===== config.mk =====
export PLATFORM = sky130hd
export DESIGN_NAME = ext_irq_seq
export DESIGN_NICKNAME = d
export VERILOG_FILES = /design/src/rtl/ext_irq_seq.sv
export SDC_FILE = /design/constraint.sdc
export NUM_CORES = 1
export LEC_CHECK = 0
export ABC_AREA = 1
export BUFFER_PORTS_ARGS = -buffer_cell sky130_fd_sc_hd__buf_2
export CORE_MARGIN = 4
export CORE_UTILIZATION = 40
export CTS_CLUSTER_DIAMETER = 60
export CTS_CLUSTER_SIZE = 12
export DETAILED_ROUTE_END_ITERATION = 10
export PLACE_DENSITY = 0.84
export SYNTH_ARGS = -nofsm -noshare
export SYNTH_HDL_FRONTEND = slang
export SYNTH_SLANG_ARGS = --single-unit

===== constraint.sdc =====
create_clock -name clk -period 1.5 [get_ports clk]
set_clock_uncertainty 0.15 [all_clocks]
set_input_delay 0 -clock clk [delete_from_list [all_inputs] [get_ports clk]]
set_output_delay 0 -clock clk [all_outputs]
set_load 0.01 [all_outputs]

===== src/rtl/ext_irq_seq.sv =====
module ext_irq_seq #(
  parameter int PC_W   = 13,
  parameter int VECTOR = 4
) (
  input  logic            clk,
  input  logic            rst_n,
  input  logic [3:0]      qstb,
  input  logic            pin,
  input  logic            edge_rise,
  input  logic            int_en,
  input  logic            gie,
  input  logic            flag_clr,
  input  logic            two_cycle,
  output logic            flag,
  output logic            wake,
  output logic            gie_clr,
  output logic            pc_load_vec,
  output logic [PC_W-1:0] vector_pc,
  output logic            dummy,
  output logic            vec_run
);

  typedef enum logic [2:0] {S_IDLE, S_CUR, S_D1, S_OWN2, S_D2, S_VEC} st_t;

  logic s1, s2, s3;
  logic edge_hit, q1, open_slot, req, tc_l;
  st_t  st;

  always_ff @(posedge clk) begin
    if (!rst_n) begin
      s1 <= 1'b0;
      s2 <= 1'b0;
      s3 <= 1'b0;
    end else begin
      s1 <= pin;
      s2 <= s1;
      s3 <= s2;
    end
  end

  assign edge_hit = edge_rise ? (s2 & ~s3) : (~s2 & s3);

  always_ff @(posedge clk) begin
    if (!rst_n) flag <= 1'b0;
    else        flag <= edge_hit | (flag & ~flag_clr);
  end

  assign q1        = qstb[0];
  assign wake      = flag & int_en;
  assign req       = flag & int_en & gie;
  assign open_slot = (st == S_IDLE) || (st == S_VEC);
  assign gie_clr   = q1 & open_slot & req;

  always_ff @(posedge clk) begin
    if (!rst_n) begin
      st   <= S_IDLE;
      tc_l <= 1'b0;
    end else if (q1) begin
      case (st)
        S_IDLE, S_VEC: begin
          st <= req ? S_CUR : S_IDLE;
          if (req) tc_l <= two_cycle;
        end
        S_CUR:        st <= tc_l ? S_OWN2 : S_D1;
        S_D1, S_OWN2: st <= S_D2;
        default:      st <= S_VEC;
      endcase
    end
  end

  assign dummy       = (st == S_D1) || (st == S_D2);
  assign pc_load_vec = q1 & ((st == S_D1) || (st == S_OWN2));
  assign vec_run     = (st == S_VEC);
  assign vector_pc   = PC_W'(VECTOR);

  AST_EDGE_SETS: assert property (@(posedge clk) disable iff (!rst_n)
    edge_hit |=> flag);
  AST_FLAG_STICKY: assert property (@(posedge clk) disable iff (!rst_n)
    flag && !flag_clr |=> flag);
  AST_LOAD_THEN_FETCH: assert property (@(posedge clk) disable iff (!rst_n)
    pc_load_vec |=> dummy && !vec_run);
  AST_NO_ACCEPT_BUSY: assert property (@(posedge clk) disable iff (!rst_n)
    dummy |-> !gie_clr);
  AST_ACCEPT_THEN_BUSY: assert property (@(posedge clk) disable iff (!rst_n)
    gie_clr |=> !gie_clr && !vec_run);

endmodule


==> results.cfg, run 1 <==
[clock_tree]
h-tree-depth = 1
clk_pin_slew_ns = 0.05
cts_root_buffer = clkbuf_4
clock_latency_ns = 0.24
post_cts_buffers = 0
cts_buffers = 3
cts.sinks = 8
cts_tree = yes
cts_max_path_buffers = 2

[floorplan]
fp.dieArea_sq_um = 1954
row_count = 12
io_pins = 31
die_w_um = 44.20
start_util = 0.4476
core_region_area_sq_um = 1171
die_y_um = 44.20

[layout]
finish.utilization = 0.5449
final_common_cell = nand2_1
multi_input_area_sq_um = 247.7
regArea_sq_um = 160.2
syn2layout_area_growth_pct = 21.72
final_cell_mix = nand2_1 (15), inv_1 (14), buf_2 (14)
nNetsFinal = 114
drive_gt1_frac = 0.2600
diodes = 0
fillCellCount = 127

[worst_setup_path]
end_kind = primary output
path_cells = inv_2 > nor2_2 > nand2_1 > a21oi_1 > buf_2
arrival_ns = 1.19
cp_max_fo = 6
cpPeakStageDelay_ns = 0.44
critPathSlowestCell = dfxtp_1
startpoint_type = flip-flop
ff2ff_path_depth = 7
r2r_slack_ns = 0.35
cp.required_ns = 1.35
critPathKind = flip-flop to primary output

[hold_path]
min_path_type = input pin to flip-flop
whs_path_depth = 6

[yosys]
muxShareOfSynthArea = 0
synth_compound_area_frac = 0.08115
syn_inst = 79
yosys.area_share.simple = 0.2983
synth_cell_types = 16
ys_seq_elements = 8
syn_avg_cell_area_sq_um = 6.636
ys_seq_area_frac = 0.3055
synthAdderAreaFrac = 0
synth-xor-area-share = 0
synth_top_family_by_area = buffers and inverters
syn_area_sq_um = 524.3
yosys_warnings = 0

[sta]
clock.fmax_mhz = 748.5
rsz0062_at_grt = no
setup_viol = 0
drv_slew = 0
period_share = 0.8906
finalCriticalPeriod_ns = 1.336
finalSetupTns_ns = 0
hold_viol = 0

[route]
wl_per_cell_um = 8.254
route.detailed.drc = 0
postRouteAntennaNets = 0
vias = 468
viasPerCell = 4.105
first_pass_iters = 4
routed_wl_um = 941
drtIter0Drc = 4

[power]
peakVddDrop_mv = 0.4036
leakage_nw = 0.3772
power.density_nw_per_um2 = 730.1

[global_routing]
grt_max_degree = 7
overflow = 0
grt_pass1_wl_um = 1656
antenna_found_initial = 0
grt_pass1_vias = 443
grt_usage = 0.1121

[run_status]
status = complete, no violations

[flow_run]
max-cap-violations = 0

[placement]
hpwl_um = 735.6
gp_congestion = 0.7678
numPortBuffers = 14
Yosys cell counts:
cell type	n	area (sq um)
a21oi_1	4	20.02
a22oi_1	1	7.510
buf_4	13	97.59
conb_1	2	7.510
dfxtp_1	8	160.2
inv_1	14	52.55
inv_2	2	7.510
nand2_1	15	56.30
nand2_2	2	12.51
nand3_1	3	15.01
nand3_2	2	20.02
nor2_1	6	22.52
nor2_2	2	12.51
nor3_2	1	10.01
nor3b_1	1	7.510
o21ai_0	3	15.01
timing repair:
| item | in CTS | in global routing |
|---|---|---|
| hold buffers | 6 | 0 |
| endpoints found under the hold margin | 7 | 0 |
| gates resized for setup | 0 | 0 |
routing by layer:
layer | GRT usage | vias to the layer above | part of all wire
met5 | 0 | - | 0
li1 | - | 254 | -
met4 | 0.07229 | 0 | 0
met1 | 0.1162 | 200 | 0.38
met3 | 0.02846 | 0 | 0.081
met2 | 0.1977 | 14 | 0.53
final cells by class:
cell class,instances,share of cell area
multi-input cells,53,0.3882
flip-flops and latches,8,0.2510
repair buffers,20,0.2039
inverters,16,0.09412
clock buffers,3,0.03529
well taps,14,0.02745
metrics by stage:
| stage | power [W] | setup slack [ns] | hold slack, ns | instance area (sq um) | std cells |
|---|---|---|---|---|---|
| final | 0.0004659 | 0.1641 | 0.02090 | 638.1 | 114 |
| after global routing | 0.0004991 | 0.02294 | 0.04133 | 638.1 | 114 |
| after floorplan | 0.0003023 | 0.4377 | -0.06091 | 565.5 | 90 |
| after detailed placement | 0.0002989 | 0.3716 | 0.03686 | 555.5 | 105 |
| after global placement | 0.0002971 | 0.3983 | 0.03271 | 555.5 | 105 |
| after CTS | 0.0004724 | 0.1594 | 0.01056 | 638.1 | 114 |
worst max-delay path: cells and delay by family, from the launching register on:
| kind | cells | cell delay (ns) |
|---|---|---|
| buf+inv | 2 | 0.21 |
| flops | 1 | 0.44 |
| compound gates | 1 | 0.12 |
| simple gates | 2 | 0.17 |
final timing paths:
path | start | endpoint
min reg2reg | s1 | s2
min | qstb[0] | st[0]
max | st[0] | gie_clr
max reg2reg | st[0] | st[0]
report_power, final:
group	switching [W]	total, W	internal, W
Sequential	0.00000720	0.000227	0.000220
Combinational	0.0000475	0.0000804	0.0000329
Clock	0.0000670	0.000158	0.0000912
state kept, by name (all words and copies together) (netlist names):
signal	count
st	3
s1	1
s2	1
tc_l	1
s3	1
flag	1
cell families (layout without fill, tap and decap cells):
family                 count (synthesis)  after routing
buffers and inverters                 29             39
AND/OR/NAND/NOR                       32             32
AO/OA/AOI/OAI                          8              8
flip-flops                             8              8
other                                  2             13
(Power assumes the default switching activity.)
==> run 2, diff against run 1 <==
Settings changed: REMOVE_ABC_BUFFERS from default to 1.
==> results.cfg, run 2 (synthesis results as in run 1) <==
[worst_setup_path]
startpoint_type = input pin
cp_max_fo = 6
cp_top_family = buffers and inverters
cp.required_ns = 1.49
crit_path_frequent_cell = dlygate4sd3_1
ff2ff_path_depth = 7
arrival_ns = 1.31
cp_num_cells = 5
cp_num_buf_inv = 4
cpPeakStageDelay_ns = 0.54
critPathSlowestCell = dlygate4sd3_1
path_cells = dlygate4sd3_1 > buf_2 > nand2_1 > dlygate4sd3_1 > inv_1
critPathKind = input pin to flip-flop
end_kind = flip-flop

[floorplan]
io_pins = 31
die_w_um = 44.20
row_count = 12
fp.dieArea_sq_um = 1954
core_region_area_sq_um = 1171
start_util = 0.4476
die_y_um = 44.20

[power]
switchingPower_w = 0.0001227
p_comb_frac = 0.172
power.density_nw_per_um2 = 731.8
switching_share = 0.2628
internal_power_w = 0.0003442
pwr-share-seq = 0.487
peakVddDrop_mv = 0.4735
power_frac_clock = 0.341
leakage_nw = 0.3775

[clock_tree]
cts.sinks = 8
cts_tree = yes
h-tree-depth = 1
clk_pin_slew_ns = 0.05
cts_root_buffer = clkbuf_4
post_cts_buffers = 0
clock_latency_ns = 0.24
cts_buffers = 3
cts_max_path_buffers = 2

[sta]
clock.fmax_mhz = 760.6
drv_slew = 0
finalSetupTns_ns = 0
setup_viol = 0
hold_viol = 0
period_share = 0.8765
finalCriticalPeriod_ns = 1.315
rsz0062_at_grt = no

[placement]
numPortBuffers = 14
gp_congestion = 0.6933
hpwl_um = 752.3
place_area_sq_um = 555.5

[global_routing]
overflow = 0
grt_usage = 0.1039
grt_pass1_vias = 401
grt_pass1_wl_um = 1518
grt_max_degree = 7
antenna_found_initial = 0

[layout]
nNetsFinal = 114
drive_gt1_frac = 0.2700
largest_register_ff_count = 3
syn2layout_area_growth_pct = 21.72
fillCellCount = 118
final_cell_mix = nand2_1 (15), buf_2 (14), inv_1 (13), conb_1 (13), dfxtp_1 (8)
final_cell_area_sq_um = 638.1
diodes = 0
top_register = st
final_common_cell = nand2_1

[route]
viasPerCell = 4.158
routed_wl_um = 954
vias = 474
route.detailed.drc = 0
first_pass_iters = 3
drtIter0Drc = 4
postRouteAntennaNets = 0
wl_per_cell_um = 8.368

[hold_path]
min_path_type = input pin to flip-flop
whs_path_depth = 6

[flow_run]
max-cap-violations = 0

[run_status]
status = complete, no violations
run 2: worst paths after layout:
| path | from | end | slack, ns |
|---|---|---|---|
| worst max-delay path | rst_n | s1 | 0.19 |
| worst max register to register | st[0] | st[0] | 0.37 |
| worst min-delay path | qstb[0] | st[0] | 0.02 |
| worst min register to register | s1 | s2 | 0.27 |
run 2: cell type report:
cell class / count / area (sq um) / area share
clock buffers: 3 / 22.52 / 0.03529
inverters: 16 / 60.06 / 0.09412
multi-input cells: 53 / 247.7 / 0.3882
flip-flops and latches: 8 / 160.2 / 0.2510
well taps: 14 / 17.52 / 0.02745
repair buffers: 20 / 130.1 / 0.2039
run 2: worst register-to-register path, cell delays in order, from the launching register on:
cell	delay, ns
dfxtp_1	0.43
inv_2	0.07
nor2_2	0.09
nand2_1	0.07
nand2_1	0.06
nand3_1	0.06
nand2_1	0.06
inv_1	0.03
run 2: layer usage:
metal  part of all wire  track usage
met4                  0      0.05422
met2               0.54       0.1948
met5                  0            0
met1               0.38       0.1044
met3              0.081      0.02439
run 2: per-stage QoR:
step	total power, W	utilization	hold WS, ns	setup WS, ns	instances
2_1_floorplan	0.0002771	-	-0.06091	0.4377	77
3_3_place_gp	0.0002969	0.4744	0.03064	0.4043	105
3_5_place_dp	0.0002990	0.4744	0.05285	0.3679	105
4_1_cts	0.0004722	0.5449	0.005162	0.1477	114
5_1_grt	0.0004997	0.5449	0.04019	0.04547	114
6_report	0.0004670	0.5449	0.01768	0.1852	114
run 2: power groups by stage:
| stage | combinational [W] | clock, W | sequential, W |
|---|---|---|---|
| global route | 0.0000905 | 0.000181 | 0.000228 |
| finish | 0.0000804 | 0.000159 | 0.000227 |
| detailed placement | 0.0000675 | 0 | 0.000232 |
| global placement | 0.0000657 | 0 | 0.000231 |
| floorplan | 0.0000463 | 0 | 0.000231 |
| CTS | 0.0000795 | 0.000166 | 0.000227 |
run 2: timing repair:
item | 4_1_cts | 5_1_grt
setup endpoints to repair | 0 | 1
endpoints found under the hold margin | 7 | 0
resized for setup | 0 | 1
hold buffers | 6 | 0
==> run 3, diff against run 2 <==
Settings changed: CORE_AREA from default to 4 4 41 43, CORE_MARGIN 4 to default, CORE_UTILIZATION 40 to default, DIE_AREA from default to 0 0 45 47, PLACE_DENSITY 0.84 to 0.83.
==> results.cfg, run 3 (synthesis results as in run 1) <==
[sta]
hold_viol = 0
finalSetupTns_ns = 0
clock.fmax_mhz = 747.4
rsz0062_at_grt = no
setup_viol = 0
period_share = 0.8920
finalCriticalPeriod_ns = 1.338
fin_ws_ns = 0.1619
drv_slew = 0
holdWs_ns = 0.01551

[placement]
gp_congestion = 0.7618
numPortBuffers = 14
hpwl_um = 722.3
post-place-cells = 106
place_ws_ns = 0.3678

[hold_path]
hp-start = qstb[0]
min_path_type = input pin to flip-flop
min_to = st[0]
whs_path_depth = 6

[clock_tree]
cts_buffers = 3
cts.sinks = 8
hold_buffers = 6
cts_max_path_buffers = 2
clk_pin_slew_ns = 0.05
post_cts_buffers = 0
clock_latency_ns = 0.24
h-tree-depth = 1
cts_root_buffer = clkbuf_4
cts_tree = yes
cts_resized = 0

[layout]
fin_cells = 115
final_common_cell = nand2_1
largest_register_ff_count = 3
final_cell_mix = nand2_1 (15), inv_1 (14), buf_2 (14)
diodes = 0
syn2layout_area_growth_pct = 21.96
nNetsFinal = 114
top_register = st
drive_gt1_frac = 0.2600
fillCellCount = 144

[route]
vias = 488
viasPerCell = 4.243
wl_per_cell_um = 7.957
postRouteAntennaNets = 0
routed_wl_um = 915
drtIter0Drc = 5
first_pass_iters = 3
route.detailed.drc = 0

[worst_setup_path]
critPathKind = flip-flop to primary output
r2r_slack_ns = 0.38
startpoint_type = flip-flop
cp.required_ns = 1.35
r2r_end = st[0]
end_kind = primary output
cp_max_fo = 6
r2r-start = st[2]
ff2ff_path_depth = 6
arrival_ns = 1.19

[global_routing]
grt_usage = 0.09913
grt_pass1_wl_um = 1449
grt_pass1_vias = 383
grt_max_degree = 7
antenna_found_initial = 0
overflow = 0

[flow_run]
max-cap-violations = 0

[floorplan]
die_w_um = 45
start_util = 0.4029
row_count = 13
fp.dieArea_sq_um = 2115
core_region_area_sq_um = 1301
io_pins = 31
die_y_um = 47

[power]
peakVddDrop_mv = 0.3835
leakage_nw = 0.3772
power.density_nw_per_um2 = 725.5

[run_status]
status = complete, no violations
run 3: critical path, stage by stage (launching register included):
cell and delay [ns]:
dfxtp_1 0.38, inv_1 0.13, o21ai_0 0.10, nand2_1 0.09
a21oi_1 0.11, buf_2 0.14
run 3: worst max path at each step:
| stage | depth (start not counted) | slack [ns] | to | startpoint |
|---|---|---|---|---|
| finish | 5 | 0.16 | gie_clr | st[2] |
| global route | 5 | 0.03 | gie_clr | st[2] |
| CTS | 5 | 0.12 | gie_clr | st[2] |
| detailed placement | 6 | 0.37 | st[0] | st[2] |
| global placement | 7 | 0.41 | st[0] | st[0] |
| floorplan | 5 | 0.44 | tc_l | flag |
run 3: where the power goes:
group | internal (W) | switching [W]
Sequential | 0.000220 | 0.00000705
Combinational | 0.0000329 | 0.0000473
Clock | 0.0000910 | 0.0000653
run 3: final cells by class:
cell class                      instances  area, sq um  area share
Multi-Input combinational cell         53        247.7      0.3875
Inverter                               16        60.06     0.09393
Tap cell                               15        18.77     0.02935
Timing Repair Buffer                   20        130.1      0.2035
Clock buffer                            3        22.52     0.03523
Sequential cell                         8        160.2      0.2505
run 3: per-stage QoR:
stage          cell area [sq um]   power, W    util
2_1_floorplan              467.9  0.0002771       -
3_3_place_gp               556.8  0.0002972  0.4279
3_5_place_dp               556.8  0.0002989  0.4279
4_1_cts                    639.4  0.0004759  0.4913
5_1_grt                    639.4  0.0005019  0.4913
6_report                   639.4  0.0004638  0.4913
run 3: metal layers:
layer / vias up / wire (um) / track usage
met2: 23 / 428 / 0.1525
met4: 0 / 0 / 0.05263
met1: 209 / 382 / 0.1080
met5: - / 0 / 0
li1: 256 / - / -
met3: 0 / 104 / 0.05747
